File: src/rtl/dbs_pkg.sv
package dbs_pkg;
  localparam int DW = 64;

  localparam logic [2:0] K_BYTE   = 3'd0;
  localparam logic [2:0] K_HALF   = 3'd1;
  localparam logic [2:0] K_WORD   = 3'd2;
  localparam logic [2:0] K_DWORD  = 3'd3;
  localparam logic [2:0] K_BURST2 = 3'd4;
  localparam logic [2:0] K_BURST3 = 3'd5;
  localparam logic [2:0] K_BURST4 = 3'd6;

  typedef enum logic [1:0] {S_IDLE, S_ARB, S_XFER, S_REL} seq_state_e;

  // low (1 << s) bytes set
  function automatic logic [DW-1:0] lane_mask(input logic [1:0] s);
    lane_mask = (s == 2'd3) ? '1 : ((64'd1 << (7'd8 << s)) - 64'd1);
  endfunction

  // keep the low element bytes, reversed when be is set
  function automatic logic [DW-1:0] lane_swap(input logic [DW-1:0] x,
                                              input logic [1:0] esz,
                                              input logic be);
    logic [DW-1:0] y;
    int n;
    n = 1 << esz;
    y = '0;
    for (int i = 0; i < 8; i++) begin
      if (i < n) y[8*i +: 8] = be ? x[8*(n-1-i) +: 8] : x[8*i +: 8];
    end
    return y;
  endfunction
endpackage

File: src/rtl/dbs_prio.sv
module dbs_prio #(
  parameter int N  = 4,
  localparam int CW = (N > 1) ? $clog2(N) : 1
) (
  input  logic [N-1:0]  req,
  output logic          any,
  output logic [CW-1:0] idx
);
  logic [N-1:0] win;

  genvar g;
  generate
    for (g = 0; g < N; g++) begin : g_win
      if (g == 0) begin : g_first
        assign win[g] = req[g];
      end else begin : g_rest
        assign win[g] = req[g] & ~(|req[g-1:0]);
      end
    end
  endgenerate

  always_comb begin
    idx = '0;
    for (int i = 0; i < N; i++) begin
      if (win[i]) idx = idx | CW'(i);
    end
  end

  assign any = |req;
endmodule

File: src/rtl/dbs_plan.sv
module dbs_plan
  import dbs_pkg::*;
(
  input  logic [2:0] kind,
  input  logic       we,
  input  logic       chr,
  input  logic [1:0] pw,
  output logic [1:0] esz,
  output logic [1:0] ssz,
  output logic [1:0] nlog_m1,
  output logic [2:0] nsub_m1
);
  always_comb begin
    esz     = 2'd3;
    nlog_m1 = 2'd0;
    if (chr) begin
      esz = we ? 2'd0 : 2'd1;
    end else begin
      case (kind)
        K_BYTE:   esz = 2'd0;
        K_HALF:   esz = 2'd1;
        K_WORD:   esz = 2'd2;
        K_BURST2: nlog_m1 = 2'd1;
        K_BURST3: nlog_m1 = 2'd2;
        K_BURST4: nlog_m1 = 2'd3;
        default:  ;
      endcase
    end
    ssz     = (pw < esz) ? pw : esz;
    nsub_m1 = 3'((4'd1 << (esz - ssz)) - 4'd1);
  end
endmodule

File: src/rtl/dma_bus_sequencer.sv
module dma_bus_sequencer
  import dbs_pkg::*;
#(
  parameter int NCH = 4,
  parameter int AW  = 32
) (
  input  logic              clk,
  input  logic              rst,
  input  logic [NCH-1:0]    ch_req,
  input  logic [NCH-1:0]    ch_we,
  input  logic [3*NCH-1:0]  ch_kind,
  input  logic [NCH-1:0]    ch_be,
  input  logic [NCH-1:0]    ch_char,
  input  logic [AW*NCH-1:0] ch_addr,
  input  logic [DW*NCH-1:0] ch_wdata,
  input  logic              bus_gnt,
  input  logic [1:0]        port_w,
  input  logic              m_ack,
  input  logic [DW-1:0]     m_rdata,
  output logic              bus_req,
  output logic              m_valid,
  output logic              m_we,
  output logic [AW-1:0]     m_addr,
  output logic [1:0]        m_size,
  output logic [1:0]        m_blen,
  output logic [DW-1:0]     m_wdata,
  output logic [NCH-1:0]    wr_pull,
  output logic [NCH-1:0]    rd_valid,
  output logic [DW-1:0]     rd_data,
  output logic [NCH-1:0]    done
);
  localparam int CW = (NCH > 1) ? $clog2(NCH) : 1;

  seq_state_e    st;
  logic [CW-1:0] cur, pick_idx, src;
  logic          pick_any;
  logic [1:0]    esz_q, ssz_q, nlog_m1_q;
  logic [2:0]    nsub_m1_q, scnt, s_next;
  logic [1:0]    lcnt;
  logic          we_q, be_q;
  logic [DW-1:0] wbuf, acc;

  dbs_prio #(.N(NCH)) u_prio (.req(ch_req), .any(pick_any), .idx(pick_idx));

  assign src = (st == S_IDLE) ? pick_idx : cur;

  logic [1:0] p_esz, p_ssz, p_nlog_m1;
  logic [2:0] p_nsub_m1;
  dbs_plan u_plan (
    .kind(ch_kind[src*3 +: 3]), .we(ch_we[src]), .chr(ch_char[src]), .pw(port_w),
    .esz(p_esz), .ssz(p_ssz), .nlog_m1(p_nlog_m1), .nsub_m1(p_nsub_m1)
  );

  logic launch, ack, last_sub, last_log, fin, cap_new;
  assign launch   = ((st == S_IDLE) && pick_any && bus_gnt) || ((st == S_ARB) && bus_gnt);
  assign ack      = (st == S_XFER) && m_valid && m_ack;
  assign last_sub = (scnt == nsub_m1_q);
  assign last_log = (lcnt == nlog_m1_q);
  assign fin      = ack && last_sub && last_log;
  assign cap_new  = launch || (ack && last_sub && !last_log);

  // next write piece
  logic [1:0]    esz_use, ssz_use;
  logic          be_use;
  logic [DW-1:0] wsrc, wd_next;
  logic [5:0]    boff_n, boff_c;
  logic [DW-1:0] piece, asm_full;
  logic [NCH-1:0] cur_oh, src_oh;

  assign esz_use = launch ? p_esz : esz_q;
  assign ssz_use = launch ? p_ssz : ssz_q;
  assign be_use  = launch ? ch_be[src] : be_q;
  assign wsrc    = cap_new ? lane_swap(ch_wdata[src*DW +: DW], esz_use, be_use) : wbuf;
  assign s_next  = (launch || last_sub) ? 3'd0 : scnt + 3'd1;
  assign boff_n  = 6'(s_next) << ssz_use;
  assign wd_next = (wsrc >> {boff_n, 3'b000}) & lane_mask(ssz_use);

  // read assembly
  assign boff_c   = 6'(scnt) << ssz_q;
  assign piece    = (m_rdata & lane_mask(ssz_q)) << {boff_c, 3'b000};
  assign asm_full = acc | piece;
  assign cur_oh   = NCH'(1) << cur;
  assign src_oh   = NCH'(1) << src;

  always_ff @(posedge clk) begin
    if (rst) begin
      st <= S_IDLE; cur <= '0; bus_req <= 1'b0; m_valid <= 1'b0; m_we <= 1'b0;
      m_addr <= '0; m_size <= '0; m_blen <= '0; m_wdata <= '0;
      wr_pull <= '0; rd_valid <= '0; rd_data <= '0; done <= '0;
      esz_q <= '0; ssz_q <= '0; nlog_m1_q <= '0; nsub_m1_q <= '0;
      scnt <= '0; lcnt <= '0; we_q <= 1'b0; be_q <= 1'b0; wbuf <= '0; acc <= '0;
    end else begin
      wr_pull  <= '0;
      rd_valid <= '0;
      done     <= '0;
      if (launch) begin
        st <= S_XFER; bus_req <= 1'b1; m_valid <= 1'b1;
        esz_q <= p_esz; ssz_q <= p_ssz; nlog_m1_q <= p_nlog_m1; nsub_m1_q <= p_nsub_m1;
        we_q <= ch_we[src]; be_q <= ch_be[src]; m_we <= ch_we[src];
        m_addr <= ch_addr[src*AW +: AW]; m_size <= p_ssz; m_blen <= p_nlog_m1;
        m_wdata <= wd_next; wbuf <= wsrc; scnt <= '0; lcnt <= '0; acc <= '0;
        if (ch_we[src]) wr_pull <= src_oh;
      end
      case (st)
        S_IDLE: if (pick_any) begin
          cur <= pick_idx;
          if (!bus_gnt) begin st <= S_ARB; bus_req <= 1'b1; end
        end
        S_ARB: ;
        S_XFER: if (ack) begin
          if (!we_q) begin
            if (last_sub) begin
              rd_data  <= lane_swap(asm_full, esz_q, be_q);
              rd_valid <= cur_oh;
              acc      <= '0;
            end else begin
              acc <= asm_full;
            end
          end
          if (fin) begin
            st <= S_REL; bus_req <= 1'b0; m_valid <= 1'b0; done <= cur_oh;
          end else begin
            m_addr  <= m_addr + (AW'(1) << ssz_q);
            m_wdata <= wd_next;
            scnt    <= s_next;
            if (last_sub) begin
              lcnt <= lcnt + 2'd1;
              wbuf <= wsrc;
              if (we_q) wr_pull <= cur_oh;
            end
          end
        end
        S_REL: st <= S_IDLE;
        default: st <= S_IDLE;
      endcase
    end
  end


  done_release_chk: assert property (@(posedge clk) disable iff (rst)
    (|done) |-> (!bus_req && !m_valid));

  done_single_chk: assert property (@(posedge clk) disable iff (rst) $onehot0(done));

  own_bus_chk: assert property (@(posedge clk) disable iff (rst) m_valid |-> bus_req);

  start_on_gnt_chk: assert property (@(posedge clk) disable iff (rst)
    $rose(m_valid) |-> $past(bus_gnt));

  back_to_back_chk: assert property (@(posedge clk) disable iff (rst)
    (m_valid && m_ack) |=> (m_valid || (|done)));

  hold_chk: assert property (@(posedge clk) disable iff (rst)
    (m_valid && !m_ack) |=> (m_valid && $stable(m_addr) && $stable(m_size) && $stable(m_wdata)));

  rd_single_chk: assert property (@(posedge clk) disable iff (rst) $onehot0(rd_valid));
endmodule

File: config.mk
export PLATFORM = sky130hd
export DESIGN_NAME = dma_bus_sequencer
export DESIGN_NICKNAME = d
export VERILOG_FILES = /design/src/rtl/dbs_pkg.sv /design/src/rtl/dbs_prio.sv /design/src/rtl/dbs_plan.sv /design/src/rtl/dma_bus_sequencer.sv
export SDC_FILE = /design/constraint.sdc
export NUM_CORES = 1
export LEC_CHECK = 0
export CAP_MARGIN = 5
export CORE_AREA = 4 4 256 258
export DETAILED_ROUTE_END_ITERATION = 8
export DIE_AREA = 0 0 260 262
export PLACE_DENSITY_LB_ADDON = 0.15
export SYNTH_ARGS = -nofsm -noshare
export SYNTH_HDL_FRONTEND = slang
export SYNTH_SLANG_ARGS = --single-unit
File: constraint.sdc
create_clock -name clk -period 7.75 [get_ports clk]
set_clock_uncertainty 0.15 [all_clocks]
set_input_delay 0.775 -clock clk [delete_from_list [all_inputs] [get_ports clk]]
set_output_delay 0.775 -clock clk [all_outputs]
set_load 0.01 [all_outputs]
==> impl_metrics.ini <==
[clocking]
clock_latency_ns = 0.58
cts-root-buf = clkbuf_16
cts_tree = yes
cts.repair.resized = 0
clockBufferDepth = 3
worst_setup_hold_path_clk_slew_ns = 0.06
cts_made_buffers = 37
numClockSinks = 324
cts_setup_buffers = 0
ctsHtreeMaxLevel = 2
post_cts_hold_buffer_count = 0

[final_layout]
drive_gt1_share_pct = 9.34
post-route-util_pct = 53.2
filler_cell_count = 6118
multi_input_comb_area_um2 = 17100
finalNetCount = 4274
final_area_um2 = 33500
layout-area-overhead-vs-synth_pct = 34.8
sequential_cell_area_um2 = 6490

[logic_synthesis]
synth_compound_area_share_pct = 28.0
synth.area.mux_share_pct = 17.4
yosys_warnings = 0
synth_cells = 3245
synth_top_family_by_area = compound AO/OA/AOI/OAI gates
ys_async_sr_fraction_pct = 0
avgSynthCellArea_um2 = 7.65
post_synth_fa_ha_maj_area_fraction_pct = 1.44
synth.top_cell.area_share_pct = 26.1
ys_flop_type = dfxtp_1
synthSimpleGateAreaFrac_pct = 21.3
synth_seq_cells = 324
synth_enable_flop_cells = 0
synthesis.nets = 3755
syn_area_um2 = 24800
xor_and_xnor_fraction_of_the_mapped_netlist_area_pct = 0.388
synth_top_area_cell = dfxtp_1
synth.lib_cells_used.distinct = 103
synth_area_leaders = dfxtp_1 26%, mux2i_1 7.8%, mux4_2 6.6%
sequential_fraction_of_the_synthesis_area_pct = 26.1

[sta]
slew_violations = 0
setup_viol_count_final = 0
finalHoldViolCount = 0
timing.final.crit_share_pct = 84.2
fin_tns_setup_ns = 0
rsz0062_at_grt = no
worst_pin_slew_ns = 1.10
post-route-worst-setup-slack_ns = 1.22
clock.fmax_mhz = 153
worst_slew_margin_rel_pct = 26.4
final_period_minus_worst_setup_slack_ns = 6.53

[place]
postPlaceCellArea_um2 = 32200
io_buffers = 660
final_weighted_congestion_of_routability_driven_global_placement = 1.03
dp_hpwl_um = 98600
dpl_worst_slack_ns = 0.711

[routing]
drt_iter0_markers = 3909
drc = 0
detailedRoute.firstPassIterationCount = 7
routed_vias = 29100
avgViaCountPerCell = 6.27
route.final.wire_length_um = 128000
ant_nets = 0
detail_route.wl_per_cell_um = 27.6

[setup_path]
worst-r2r-cell-count = 16
crit_type = primary input to register
critPathCaptureType = register
timing.critical_path.to = m_wdata[21]$_SDFF_PP0_
crit-reg2reg-launch = st[0]$_SDFF_PP0_
worstPathArrival_ns = 6.84
setup.reg_to_reg.worst_slack_ns = 1.62
startpoint_type_of_the_worst_setup_path = primary input
timing.critical_path.required_ns = 8.06
crit_path_max_fanout = 53
worst_r2r_endpoint = m_wdata[21]$_SDFF_PP0_
setup.worst_path.start = ch_req[3]

[global_routing]
groute.layer.met2.usage_pct = 60.0
grt_first_pass_wirelength_um = 185000
grt_pass1_vias = 27500
grt_start_max_net_pins = 160
grt.overflow.total = 0
globalRouteMet1Util_pct = 45.2
gr-usage-all-layers_pct = 35.7
grtUsageMet3_pct = 7.43
grt-busiest-layer = met2
antenna_found_initial = 8

[pwr]
power-per-cell-area_nw_per_um2 = 184
p_leak_nw = 12.1
vdd.ir_drop.worst_v = 0.000154

[die]
core_um2 = 63000
fp.dieArea_um2 = 68100
pin_count = 661
fp.dieW_um = 260
starting_density_of_the_core_pct = 39.4
die-height_um = 262
num_rows = 92

[hold_path]
min-delay-path-class = register to register

[flow_run]
max_cap_viols = 0

[run_status]
status = complete, no violations
## worst min-delay path by stage
stage	to	startpoint	slack, ns	cells past startpoint
detailed placement	rd_data[48]$_SDFFE_PP0P_	rd_data[48]$_SDFFE_PP0P_	0.30	2
floorplan	wbuf[33]$_SDFF_PP0_	wbuf[33]$_SDFF_PP0_	0.29	2
global route	m_size[0]$_SDFFE_PP0N_	m_size[0]$_SDFFE_PP0N_	0.33	2
global placement	m_wdata[19]$_SDFF_PP0_	m_wdata[19]$_SDFF_PP0_	0.29	2
CTS	rd_data[48]$_SDFFE_PP0P_	rd_data[48]$_SDFFE_PP0P_	0.30	2
finish	rd_data[48]$_SDFFE_PP0P_	rd_data[48]$_SDFFE_PP0P_	0.30	2
## kinds of logic (layout without fill, tap and decap cells)
group / count (synthesis) / count (layout)
other: 0 / 3
AOI/OAI and AO/OA: 1020 / 1020
and+or+nand+nor: 1214 / 1214
xor gates and xnor gates: 11 / 11
DFF: 324 / 324
muxes: 333 / 333
adders and majority gates: 28 / 28
buffers and inverters: 315 / 861
## cells in the final DEF, fill, tap and decap left out, types with 32 or more instances in the layout
cell / instances
a211oi_1: 33
a21oi_1: 279
a22o_1: 40
a22oi_1: 113
and2_1: 32
buf_4: 96
clkbuf_16: 39
clkdlybuf4s50_1: 659
dfxtp_1: 324
inv_1: 33
mux2_2: 64
mux2i_1: 194
mux4_2: 73
nand2_1: 426
nand3_1: 107
nor2_1: 404
nor3_1: 96
o211ai_1: 34
o21ai_0: 120
o21ai_1: 38
o22ai_1: 48
## area by class of cell
cell class | instances | area share, %
multi-input cells | 2606 | 51.1
repair buffers | 757 | 22.0
flip-flops and latches | 324 | 19.4
clock buffers | 48 | 3.17
well taps | 846 | 3.16
clock inverters | 18 | 0.747
inverters | 38 | 0.426
diodes | 3 | 0.0224
## Yosys cell counts (all sizes together) (25+ instances only)
library cell / instances
a22o: 41
a22oi: 114
and3: 31
a21oi: 281
nand2: 429
ha: 27
a221oi: 25
inv: 34
buf: 77
o22ai: 48
mux2i: 194
dfxtp: 324
nand3: 107
mux4: 73
o211ai: 34
nor3: 100
and2: 32
nor2: 410
o21ai: 163
mux2: 66
a31oi: 29
a211oi: 34
clkbuf: 200
## through the flow
| stage | power (mW) | hold slack [ns] | std cells |
|---|---|---|---|
| 2_1_floorplan | 3.24 | 0.286 | 3245 |
| 3_3_place_gp | 4.18 | 0.287 | 4571 |
| 3_5_place_dp | 4.17 | 0.296 | 4571 |
| 4_1_cts | 6.11 | 0.302 | 4637 |
| 5_1_grt | 6.38 | 0.327 | 4638 |
| 6_report | 6.16 | 0.298 | 4640 |
## flip-flops by register name, indices dropped and copies added (netlist names), 3 cells and up
| name | flops |
|---|---|
| acc | 64 |
| nsub_m1_q | 3 |
| rd_valid | 4 |
| scnt | 3 |
| wbuf | 64 |
| m_addr | 32 |
| done | 4 |
| m_wdata | 64 |
| rd_data | 64 |
| wr_pull | 4 |
## critical path, cell delays in order
cell,delay (ns)
clkdlybuf4s50_1,0.51
nor2b_1,0.47
o21a_1,0.63
o21ai_0,0.27
a22oi_2,0.32
a211o_1,0.51
nand2_4,0.32
inv_2,0.17
ha_2,0.20
buf_4,0.53
nor3_1,0.25
a222oi_1,0.31
o21ai_1,0.11
a2111oi_0,0.61
o31ai_1,0.26
o2bb2ai_1,0.22
a221o_1,0.35
## layer usage
metal	routed length, um	vias up
met2	60400	1688
met5	102	-
met1	49500	13900
li1	-	13200
met3	12300	336
met4	5860	14
## where the power goes
part	internal [mW]	switching (mW)
Clock	1.17	0.781
Sequential	1.72	0.0550
Combinational	0.982	1.46
(Power assumes the default switching activity.)
